==> config.mk <==
export PLATFORM = sky130hd
export DESIGN_NAME = opnd_decode
export DESIGN_NICKNAME = d
export VERILOG_FILES = /design/src/rtl/opnd_decode.sv
export SDC_FILE = /design/constraint.sdc
export NUM_CORES = 1
export LEC_CHECK = 0
export BUFFER_PORTS_ARGS = -buffer_cell sky130_fd_sc_hd__clkbuf_2
export CAP_MARGIN = 10
export CORE_MARGIN = 2
export CORE_UTILIZATION = 30
export DETAILED_ROUTE_END_ITERATION = 6
export GPL_TIMING_DRIVEN = 0
export PLACE_DENSITY = 0.51
export SYNTH_ARGS = -nofsm -noshare
export SYNTH_HDL_FRONTEND = slang
export SYNTH_SLANG_ARGS = --single-unit
==> constraint.sdc <==
create_clock -name clk -period 4.9 [get_ports clk]
set_input_delay 0 -clock clk [delete_from_list [all_inputs] [get_ports clk]]
set_output_delay 0 -clock clk [all_outputs]
set_load 0.02 [all_outputs]
==> src/rtl/opnd_decode.sv <==
module opnd_decode #(
  parameter int W = 16
) (
  input  logic         clk,
  input  logic         rst_n,
  input  logic         in_valid,
  input  logic [15:0]  instr,
  input  logic         single_op,
  input  logic [W-1:0] pc,
  input  logic [W-1:0] src_val,
  input  logic [W-1:0] dst_val,
  input  logic [W-1:0] src_ext,
  input  logic [W-1:0] dst_ext,
  output logic         out_valid,
  output logic [1:0]   src_kind,
  output logic [W-1:0] src_addr,
  output logic [W-1:0] src_const,
  output logic         src_ext_req,
  output logic         inc_req,
  output logic [3:0]   inc_reg,
  output logic [1:0]   inc_step,
  output logic         dst_mem,
  output logic         dst_ext_req,
  output logic [W-1:0] dst_addr,
  output logic [W-1:0] pc_next
);
  localparam logic [1:0] K_REG = 2'd0, K_MEM = 2'd1, K_CON = 2'd2;
  localparam logic [3:0] PC_R = 4'd0, SR_R = 4'd2, CG_R = 4'd3;
  localparam logic [W-1:0] C1 = W'(1), C2 = W'(2), C4 = W'(4), C8 = W'(8);

  logic [3:0]   sel;
  logic [1:0]   mode;
  logic         dmode;
  logic [1:0]   n_kind;
  logic [W-1:0] n_addr, n_const, n_daddr, n_pc;
  logic         n_sx, n_inc, n_dm;
  logic [1:0]   n_step;

  assign sel   = single_op ? instr[3:0] : instr[11:8];
  assign mode  = instr[5:4];
  assign dmode = instr[7] & ~single_op;

  always_comb begin
    n_kind  = K_REG;
    n_addr  = '0;
    n_const = '0;
    n_sx    = 1'b0;
    n_inc   = 1'b0;
    n_step  = 2'd0;
    if (sel == CG_R) begin
      n_kind = K_CON;
      unique case (mode)
        2'd0: n_const = '0;
        2'd1: n_const = C1;
        2'd2: n_const = C2;
        default: n_const = '1;
      endcase
    end else if (sel == SR_R) begin
      unique case (mode)
        2'd0: n_kind = K_REG;
        2'd1: begin n_kind = K_MEM; n_addr = src_ext; n_sx = 1'b1; end
        2'd2: begin n_kind = K_CON; n_const = C4; end
        default: begin n_kind = K_CON; n_const = C8; end
      endcase
    end else if (sel == PC_R) begin
      unique case (mode)
        2'd0: n_kind = K_REG;
        2'd1: begin n_kind = K_MEM; n_addr = pc + src_ext; n_sx = 1'b1; end
        2'd2: begin n_kind = K_MEM; n_addr = pc; end
        default: begin n_kind = K_CON; n_const = src_ext; n_sx = 1'b1; end
      endcase
    end else begin
      unique case (mode)
        2'd0: n_kind = K_REG;
        2'd1: begin n_kind = K_MEM; n_addr = src_val + src_ext; n_sx = 1'b1; end
        2'd2: begin n_kind = K_MEM; n_addr = src_val; end
        default: begin
          n_kind = K_MEM;
          n_addr = src_val;
          n_inc  = 1'b1;
          n_step = instr[6] ? 2'd1 : 2'd2;
        end
      endcase
    end
  end

  always_comb begin
    n_dm    = dmode;
    n_daddr = '0;
    if (dmode) begin
      if (instr[3:0] == SR_R)      n_daddr = dst_ext;
      else if (instr[3:0] == PC_R) n_daddr = pc + (n_sx ? C2 : '0) + dst_ext;
      else                         n_daddr = dst_val + dst_ext;
    end
    n_pc = pc + (n_sx ? C2 : '0) + (n_dm ? C2 : '0);
  end

  always_ff @(posedge clk) begin
    if (!rst_n) begin
      out_valid   <= 1'b0;
      src_kind    <= K_REG;
      src_addr    <= '0;
      src_const   <= '0;
      src_ext_req <= 1'b0;
      inc_req     <= 1'b0;
      inc_reg     <= '0;
      inc_step    <= '0;
      dst_mem     <= 1'b0;
      dst_ext_req <= 1'b0;
      dst_addr    <= '0;
      pc_next     <= '0;
    end else begin
      out_valid <= in_valid;
      if (in_valid) begin
        src_kind    <= n_kind;
        src_addr    <= n_addr;
        src_const   <= n_const;
        src_ext_req <= n_sx;
        inc_req     <= n_inc;
        inc_reg     <= n_inc ? sel : 4'd0;
        inc_step    <= n_step;
        dst_mem     <= n_dm;
        dst_ext_req <= n_dm;
        dst_addr    <= n_daddr;
        pc_next     <= n_pc;
      end
    end
  end
endmodule


==> reports/qor.yml, run 1 <==
outcome:
  outcome: "finished with violations"
  violations: "negative hold slack"
power:
  power.share.switching: 0.3292
  pwr-share-seq: 0.319
  switchingPower_uw: 695.4
  pwr-share-comb: 0.306
  p_int_uw: 1417
  power_density_nw_per_um2: 260.3
  leakagePower_uw: 0.003595
  clockPowerShare: 0.375
  vdd_drop_max_v: 0.0001247
placement:
  hpwl_um: 18280
  pre_cts_ws_ps: -504.9
  gp_congestion: 0.8832
  port_buffers: 171
yosys:
  netlist_instances: 800
  netlist_top_cells_area: "dfxtp_1, ha_1, a21oi_1"
  ys_types: 71
  synth.most_common_cell: "nand2_1"
  syn_avg_cell_area_um2: 7.732
  ys_ff_latch: 76
  synth_top_area_cell: "dfxtp_1"
  synth_edf_count: 0
  yosysTopAreaCellShare: 0.2460
  ys.warnings.count: 0
  ys_seq_area_frac: 0.2460
  synthesis.area_um2: 6186
  syn_nets: 960
  synth_common_cells: "nand2_1, a21oi_1, dfxtp_1, o21ai_0, nor2_1"
  synth-main-ff-cell: "dfxtp_1"
  synthArstFlopShare: 0
clocking:
  cts.sinks: 76
  cts_tree: "built"
  path_clk_slew_ps: 60
  clockBufferDepth: 2
  ctsHtreeMaxLevel: 3
  cts_buffers: 9
  worstSkewPairLatency_ps: 350
  clockRootBuffer: "clkbuf_16"
routing:
  drc_errors: 0
  initialDrtViolationCount: 314
  vias_per_cell: 5.211
  drtAntennaViolNets: 0
  dr_total_vias: 6727
  totalWireLength_um: 22810
  wl_per_cell_um: 17.67
  detail_route.first_pass.iterations: 7
cells_and_area:
  syn2layout_area_growth_pct: 31.17
  diodes: 0
  nNetsFinal: 1176
  layout-drive-gt1-share: 0.2214
timing:
  fin_skew_ps: 0
  period_share: 0.9368
  timing.final.crit_period_ps: 4590
  worst_pin_slew_ps: 931.3
  fin_ws_ps: 309.8
  setup_viol_count_final: 0
  finalSetupTns_ps: 0
  fmax_mhz: 217.9
  hold_violations: 1
  rsz0062_at_grt: "no"
  timing.hold.ws_ps: -13.45
  relSlewSlack: 0.3740
  drv_slew: 0
global_routing:
  grt_remaining_overflow: 0
  grt_pass1_vias: 6644
  grt_max_degree: 14
  grt_pass1_wl_um: 35600
  antenna_found_initial: 0
  grt_usage: 0.2099
floorplanning:
  die_h_um: 147.6
  start_util: 0.3057
  core_um2: 20230
  core.rowCount: 52
  die-area_um2: 21780
  die_w_um: 147.6
  num_io_pins: 177
worst_setup_path:
  critPathRequiredTime_ps: 5120
  end_kind: "flip-flop"
  cp_max_fo: 9
  regToRegSetupSlack_ps: 3680
  worst-setup-path-type: "in2reg"
  worstPathArrival_ps: 4810
  start_kind: "input port"
hold_path:
  hold_class: "in2reg"
flow_run:
  cap_violations: 0
==> cell type report <==
type                            count  area, um2
Clock inverter                      6      111.4
Fill cell                        2159      12120
Multi-Input combinational cell    667       4477
Inverter                           23      86.33
Clock buffer                       10      229.0
Buffer                             34      155.1
Sequential cell                    76       1521
Tap cell                          270      337.8
Timing Repair Buffer              205       1196
==> cells by family after synthesis <==
kind of cell	share of synthesized area
AOI/OAI and AO/OA	0.2830
xor gates and xnor gates	0.07929
adders and majority gates	0.1250
buffers and inverters	0.03802
DFF	0.2460
muxes	0.03357
and+or+nand+nor	0.1952
==> layout by cell type, fill, tap and decap left out, types with 6 or more instances in the layout <==
cell type	instances
o21ai_0	74
xor2_1	25
a221oi_1	18
o31ai_1	14
nand2_1	98
a32oi_1	7
dfxtp_1	76
xnor2_1	30
and2_1	8
clkbuf_1	23
a21oi_1	76
a22oi_1	9
a211oi_1	12
clkbuf_2	173
or3_1	6
clkbuf_16	9
inv_1	22
nand3_1	13
a31oi_1	6
a21o_1	13
nor2_1	63
and3_1	7
mux2_2	6
o21bai_1	6
ha_1	56
a22o_1	9
dlygate4sd3_1	34
mux2i_1	13
nor3_1	23
==> timing repair <==
action / 4_1_cts / 5_1_grt
hold buffers: 34 / 0
buffers inserted: 0 / 0
gates resized for setup: 3 / 12
setup endpoints to repair: 1 / 1
endpoints found under the hold margin: 38 / 0
==> layer usage <==
metal / GRT usage / up-vias / share of wire
met5: 0 / - / 0
met4: 0.06635 / 0 / 0.024
met3: 0.02654 / 32 / 0.060
met2: 0.3540 / 247 / 0.46
met1: 0.2792 / 3056 / 0.45
li1: - / 3392 / -
==> worst max-delay path: stages <==
cell	delay (ps)
buf_2	170
nor4_1	300
a21o_2	250
nand2_1	220
nor3_1	200
a21oi_1	60
nor2_1	200
ha_1	260
and4_1	180
buf_2	150
and2_1	180
nand4_1	150
xnor2_2	200
mux2_2	300
ha_1	340
nand2_1	80
nor4b_2	380
o2111ai_2	220
a31oi_4	270
nor4_1	80
a2111oi_0	450
o211ai_1	150
==> power groups by stage <==
stage | Sequential, uW | Clock (uW) | Combinational [uW]
floorplan | 724 | 0 | 369
global placement | 688 | 0 | 615
detailed placement | 688 | 0 | 614
CTS | 674 | 805 | 641
global route | 677 | 837 | 722
finish | 673 | 792 | 647
==> through the flow <==
stage	power (uW)	area, um2	hold WS [ps]	instances	utilization
CTS	2120	8069	0.5415	1291	0.3988
global route	2237	8114	9.602	1291	0.4010
floorplan	1093	6186	113.0	800	-
global placement	1302	7380	217.9	1241	0.3647
detailed placement	1302	7380	221.8	1241	0.3647
finish	2112	8114	-13.45	1291	0.4010
==> worst paths after layout <==
path,depth (start not counted),endpoint,from
max,22,dst_addr[15],single_op
max reg2reg,3,src_const[6],src_const[6]
min reg2reg,2,inc_req,inc_req
min,3,dst_addr[0],dst_ext[0]
Power figures use the tool's default switching activity.
==> run 2: changes to the inputs <==
--- a/config.mk
+++ b/config.mk
@@ -8,10 +8,11 @@
 export BUFFER_PORTS_ARGS = -buffer_cell sky130_fd_sc_hd__clkbuf_2
 export CAP_MARGIN = 10
 export CORE_MARGIN = 2
-export CORE_UTILIZATION = 30
+export CORE_UTILIZATION = 28
+export CTS_CLUSTER_SIZE = 30
 export DETAILED_ROUTE_END_ITERATION = 6
 export GPL_TIMING_DRIVEN = 0
-export PLACE_DENSITY = 0.51
+export PLACE_DENSITY = 0.48
 export SYNTH_ARGS = -nofsm -noshare
 export SYNTH_HDL_FRONTEND = slang
 export SYNTH_SLANG_ARGS = --single-unit
==> constraint.sdc (replaced) <==
create_clock -name clk -period 4.9 [get_ports clk]
set_input_delay 0.245 -clock clk [delete_from_list [all_inputs] [get_ports clk]]
set_output_delay 0.245 -clock clk [all_outputs]
set_load 0.02 [all_outputs]
==> run 2 against run 1 <==
  * Fmax rose by 0.96%
  * Clock power fell by 5.7%
  * Clock-buffer cell count did not move
  * The flow now finishes without violations
  * Critical endpoint unchanged
  * Critical path depth fell by 2
  * Routed wire length rose by 1.3%
  * Critical path type unchanged
  * Sequential cell count did not move
  * Sequential share of layout area rose by 0.68 points
==> reports/qor.yml, run 2 (synthesis gave the netlist of run 1 again) <==
clocking:
  path_clk_slew_ps: 60  # about the same
  cts_tree: "built"
  worstSkewPairLatency_ps: 340  # about the same
  clockRootBuffer: "clkbuf_16"
  cts_buffers: 9  # unchanged
  ctsHoldBuffers: 0  # -100%
  clockBufferDepth: 2  # unchanged
  ctsHtreeMaxLevel: 3  # unchanged
  cts.sinks: 76  # unchanged
global_routing:
  grt_pass1_wl_um: 35340  # -0.74%
  grt_max_degree: 14  # unchanged
  grt_pass1_vias: 6454  # -2.9%
  grt_remaining_overflow: 0  # unchanged
  grt_usage: 0.1925  # -0.01743
  antenna_found_initial: 0  # unchanged
placement:
  pre_cts_ws_ps: -852.2  # -347.3 ps
  gp_congestion: 0.8807  # -0.28%
  place_area_um2: 7392  # +0.17%
  dp_cells: 1251  # +0.81%
  hpwl_um: 18830  # +3.0%
  port_buffers: 171  # unchanged
worst_setup_path:
  end_kind: "flip-flop"
  crit_path_max_incr_delay_ps: 380  # -70 ps
  critPathRequiredTime_ps: 5110  # about the same
  worstRegToRegCells: 3  # unchanged
  path_cells: "clkbuf_4, nor3_1, a21oi_1, or2_2, nor2_1, nor2_2, ha_2, and4_2, nand2_1, nor3_1, xnor2_1, a21oi_1, ha_1, a21oi_1, o221ai_1, o2111ai_1, a31oi_2, or2_2, a2111oi_1, o211ai_1"
  worst-setup-path-type: "in2reg"
  regToRegSetupSlack_ps: 3900  # +220 ps
  cpMostUsedCell: "a21oi_1"
  start_kind: "input port"
  r2r_end: "src_addr[15]"
  cp_max_fo: 9  # unchanged
  worstPathArrival_ps: 4760  # -50 ps
  rr_startpoint: "src_addr[15]"
  crit_path_top_delay_cell: "nor2_1"
cells_and_area:
  layout_common_cells: "clkbuf_2, nand2_1, dfxtp_1"
  syn2layout_area_growth_pct: 26.58
  nNetsFinal: 1143  # -2.8%
  final_cells: 1268  # -1.8%
  fin_area_um2: 7830  # -3.5%
  diodes: 0  # unchanged
  layout-drive-gt1-share: 0.2368  # +0.01549
  final_common_cell: "clkbuf_2"
routing:
  detail_route.first_pass.iterations: 5  # -2
  dr_total_vias: 6603  # -1.8%
  wl_per_cell_um: 18.22  # +3.1%
  vias_per_cell: 5.207  # about the same
  totalWireLength_um: 23110  # +1.3%
  drc_errors: 0  # unchanged
  drtAntennaViolNets: 0  # unchanged
  initialDrtViolationCount: 333  # +6.1%
hold_path:
  min_from: "instr[6]"
  holdPathEnd: "inc_step[1]"
  hold_class: "in2reg"
  min_path_cells: 2  # -1
floorplanning:
  die_w_um: 152.6  # +3.4%
  die_h_um: 152.6  # +3.4%
  die-area_um2: 23300  # +6.9%
  start_util: 0.2843  # -0.02138
  core.rowCount: 54  # +3.8%
  core_um2: 21760  # +7.5%
  num_io_pins: 177  # unchanged
timing:
  worst_pin_slew_ps: 985.2  # +53.97 ps
  fin_ws_ps: 353.2  # +43.43 ps
  hold_violations: 0  # -1
  period_share: 0.9279  # -0.008863
  fin_skew_ps: 0  # unchanged
  drv_slew: 0  # unchanged
  fmax_mhz: 219.9  # +0.96%
  setup_viol_count_final: 0  # unchanged
  timing.final.crit_period_ps: 4547  # -43.43 ps
  relSlewSlack: 0.3432  # -0.03081
power:
  clockPowerShare: 0.364  # -0.011
  pwr-share-comb: 0.308  # +0.002
  power.share.switching: 0.3361  # +0.006833
  switchingPower_uw: 689.1  # -0.90%
  power_density_nw_per_um2: 261.9  # +0.61%
  leakagePower_uw: 0.003450  # -4.0%
  vdd_drop_max_v: 0.0001476  # +18%
  pwr-share-seq: 0.328  # +0.009
  p_int_uw: 1362  # -3.9%
flow_run:
  cap_violations: 0  # unchanged
outcome:
  outcome: "completed"
run 2: cell count changes in the layout (fill, tap and decap cells not counted), sizes merged:
cell         previous run  this run
inv                    23        22
clkinvlp                1         3
buf                     9        10
bufinv                  3         2
dlygate4sd3            34         0
run 2: per-layer routing:
metal | share of wire | GRT usage | vias up
li1 | - | - | 3335
met1 | 0.48 | 0.2583 | 3047
met2 | 0.46 | 0.3242 | 199
met3 | 0.044 | 0.02816 | 22
met4 | 0.018 | 0.04894 | 0
met5 | 0 | 0 | -
run 2: cell type report:
type | instances | area (um2)
Fill cell | 2381 | 13930
Multi-Input combinational cell | 667 | 4522
Sequential cell | 76 | 1521
Timing Repair Buffer | 172 | 863.3
Tap cell | 280 | 350.3
Clock buffer | 10 | 239.0
Buffer | 34 | 160.2
Clock inverter | 6 | 87.58
Inverter | 23 | 86.33
run 2: power groups by stage:
stage / Clock (uW) / Sequential [uW] / Combinational, uW
after floorplan: 0 / 724 / 369
after global placement: 0 / 687 / 617
after detailed placement: 0 / 687 / 617
after CTS: 766 / 673 / 624
after global routing: 795 / 677 / 697
final: 747 / 673 / 631
run 2: worst max path at each step:
stage               cells past startpoint  startpoint  slack, ps      endpoint
global placement                       22   single_op       -840  dst_addr[15]
global route                           20   single_op         -2  dst_addr[15]
finish                                 20   single_op        350  dst_addr[15]
CTS                                    21   single_op         80  dst_addr[15]
detailed placement                     22   single_op       -850  dst_addr[15]
floorplan                              22   single_op        420  dst_addr[15]
run 2: per-stage QoR:
step                setup TNS (ps)  power [uW]    util  hold WS [ps]
global placement             -1118        1304  0.3398         435.3
CTS                              0        2064  0.3562         105.5
finish                           0        2051  0.3599         110.3
floorplan                        0        1093       -         358.0
global route                -1.733        2169  0.3599         144.3
detailed placement           -1096        1304  0.3398         438.0
run 2: critical path: cells and delay by family:
kind / cells / cell delay, ps
AND/OR/NAND/NOR: 8 / 1920
AO/OA/AOI/OAI: 8 / 1570
adder cells (fa/ha/maj): 2 / 600
XOR/XNOR: 1 / 230
buffers and inverters: 1 / 190
run 2: what timing repair did:
item | 4_1_cts | 5_1_grt
pin swaps | 1 | 2
setup buffers | 1 | 0
gates resized for setup | 8 | 19
endpoints found under the setup margin | 1 | 1
endpoints found under the hold margin | 0 | 0
==> run 3: changes to the inputs <==
--- a/config.mk
+++ b/config.mk
@@ -9,10 +9,12 @@
 export CAP_MARGIN = 10
 export CORE_MARGIN = 2
 export CORE_UTILIZATION = 28
+export CTS_CLUSTER_DIAMETER = 80
 export CTS_CLUSTER_SIZE = 30
 export DETAILED_ROUTE_END_ITERATION = 6
 export GPL_TIMING_DRIVEN = 0
 export PLACE_DENSITY = 0.48
+export REMOVE_ABC_BUFFERS = 1
 export SYNTH_ARGS = -nofsm -noshare
 export SYNTH_HDL_FRONTEND = slang
 export SYNTH_SLANG_ARGS = --single-unit
==> constraint.sdc (replaced) <==
create_clock -name clk -period 4.2 [get_ports clk]
set_input_delay 0.21 -clock clk [delete_from_list [all_inputs] [get_ports clk]]
set_output_delay 0.21 -clock clk [all_outputs]
set_load 0.02 [all_outputs]
==> run 3 against run 2 <==
  * Cell area is 2.4% higher
  * Routed wire length is 4.3% lower
  * First-iteration DRC count is 0.90% higher
  * Total power is 20% higher
  * Die area stayed put
  * Sequential cell count stayed put
  * Cell count is 1.3% lower
  * Sequential power is 16% higher
  * Global-route usage is 0.78 points lower
  * Register-to-register slack worse by 810 ps
  * Clock skew stayed put
  * Highest routed layer unchanged
  * Clock power is 24% higher
==> reports/qor.yml, run 3 (synthesis gave the netlist of run 1 again) <==
outcome:
  outcome: "completed"
timing:
  timing.final.crit_period_ps: 3941
  worst_pin_slew_ps: 1180  # +194.4 ps
  fin_skew_ps: 0  # unchanged
  drv_slew: 0  # unchanged
  fmax_mhz: 253.7
  rsz0062_at_grt: "no"
  relSlewSlack: 0.2107  # -0.1325
  setup_viol_count_final: 0  # unchanged
  fin_ws_ps: 259.0  # -94.21 ps
  period_share: 0.9383
  hold_violations: 0  # unchanged
routing:
  dr_total_vias: 6496  # -1.6%
  drc_errors: 0  # unchanged
  drtAntennaViolNets: 0  # unchanged
  vias_per_cell: 5.188  # -0.36%
  detail_route.first_pass.iterations: 5  # unchanged
  totalWireLength_um: 22110  # -4.3%
  wl_per_cell_um: 17.66  # -3.1%
  initialDrtViolationCount: 336  # +0.90%
worst_setup_path:
  end_kind: "flip-flop"
  worstPathArrival_ps: 4160  # -600 ps
  worstRegToRegCells: 4  # +1
  cpMostUsedCell: "a21oi_1"
  worst-setup-path-type: "in2reg"
  cp_max_fo: 4  # -5
  timing.critical_path.from: "instr[3]"
  rr_startpoint: "src_addr[15]"
  crit_path_max_incr_delay_ps: 300  # -80 ps
  crit_path_top_delay_cell: "or2_2"
  critPathRequiredTime_ps: 4420  # -690 ps
  path_cells: "clkbuf_2, nor3_4, a21o_2, nand2_8, buf_4, a21oi_1, nor2_4, ha_4, and4_4, buf_4, xnor2_1, a21oi_1, ha_1, a21o_1, a21oi_1, o221ai_2, o2111ai_2, a31oi_4, or2_2, a2111oi_2, o211ai_1"
  start_kind: "input port"
placement:
  place_area_um2: 7303  # -1.2%
  gp_congestion: 0.8496  # -3.5%
  hpwl_um: 17440  # -7.4%
  port_buffers: 172  # +0.58%
  pre_cts_ws_ps: -1660  # -807.7 ps
global_routing:
  grt_pass1_vias: 6117  # -5.2%
  grt_pass1_wl_um: 34110  # -3.5%
  grt_remaining_overflow: 0  # unchanged
  antenna_found_initial: 1  # +1
  grt_max_degree: 32  # +18
  grt_usage: 0.1846  # -0.007822
cells_and_area:
  layout_common_cells: "clkbuf_2, nand2_1, dfxtp_1"
  final_common_cell: "clkbuf_2"
  syn2layout_area_growth_pct: 29.59
  fin_area_um2: 8016  # +2.4%
  diodes: 0  # unchanged
  nNetsFinal: 1127  # -1.4%
  layout-drive-gt1-share: 0.2644  # +0.02756
flow_run:
  cap_violations: 0  # unchanged
clocking:
  cts_buffers: 9  # unchanged
  cts_tree: "built"
  path_clk_slew_ps: 60  # about the same
  ctsHoldBuffers: 0  # unchanged
  worstSkewPairLatency_ps: 350  # about the same
  clockRootBuffer: "clkbuf_16"
  clockBufferDepth: 2  # unchanged
  cts.sinks: 76  # unchanged
  ctsHtreeMaxLevel: 3  # unchanged
floorplanning:
  die-area_um2: 23300  # unchanged
  die_h_um: 152.6  # unchanged
  core.rowCount: 54  # unchanged
  num_io_pins: 177  # unchanged
  core_um2: 21760  # unchanged
  start_util: 0.2843  # unchanged
  die_w_um: 152.6  # unchanged
power:
  leakagePower_uw: 0.003524  # +2.1%
  vdd_drop_max_v: 0.0001909  # +29%
  power_uw: 2463  # +20%
  power_density_nw_per_um2: 307.2  # +17%
hold_path:
  min_path_cells: 2  # unchanged
  min_from: "instr[6]"
  hold_class: "in2reg"
-- run 3: final cells by class --
| type | count | area, um2 |
|---|---|---|
| timing repair buffer | 190 | 1022 |
| tap | 280 | 350.3 |
| clock inverter | 7 | 115.1 |
| inverter | 23 | 86.33 |
| sequential | 76 | 1521 |
| fill | 2388 | 13740 |
| clock buffer | 9 | 225.2 |
| multi-input combinational | 667 | 4696 |
-- run 3: report_power, final --
group / total (uW) / leakage (uW) / internal, uW / switching [uW]
sequential: 784 / 0.000622 / 761 / 22.6
clock: 926 / 0.000161 / 579 / 347
combinational: 753 / 0.00274 / 306 / 448
total: 2460 / 0.00352 / 1650 / 817
-- run 3: path summary, 6_finish.rpt --
check,to,slack (ps)
max,dst_addr[15],260
min,inc_step[1],80
max reg2reg,src_addr[15],3090
min reg2reg,inc_req,440
-- run 3: per-stage QoR --
| stage | hold WS (ps) | util | TNS (ps) | std cells |
|---|---|---|---|---|
| floorplan | 299.4 | - | -200.6 | 766 |
| global placement | 429.7 | 0.3332 | -15010 | 1218 |
| detailed placement | 437.7 | 0.3357 | -9273 | 1220 |
| CTS | 60.12 | 0.3601 | 0 | 1244 |
| global route | 66.36 | 0.3685 | 0 | 1252 |
| finish | 75.14 | 0.3685 | 0 | 1252 |
-- run 3: critical path, delay by kind of cell --
family / cells / cell delay, ps
buffers and inverters: 3 / 430
AND/OR/NAND/NOR: 5 / 820
XOR/XNOR: 1 / 140
adder cells (fa/ha/maj): 2 / 470
AO/OA/AOI/OAI: 10 / 2090
-- run 3: what timing repair did --
action | 4_1_cts | 5_1_grt
setup buffers | 8 | 8
pin swaps | 8 | 11
gates resized for setup | 29 | 21
endpoints found under the setup margin | 10 | 2
-- run 3: per-layer routing --
metal | track usage | part of all wire | vias up
li1 | - | - | 3295
met1 | 0.2602 | 0.50 | 3019
met2 | 0.2913 | 0.44 | 161
met3 | 0.03527 | 0.045 | 21
met4 | 0.04365 | 0.013 | 0
met5 | 0 | 0 | -
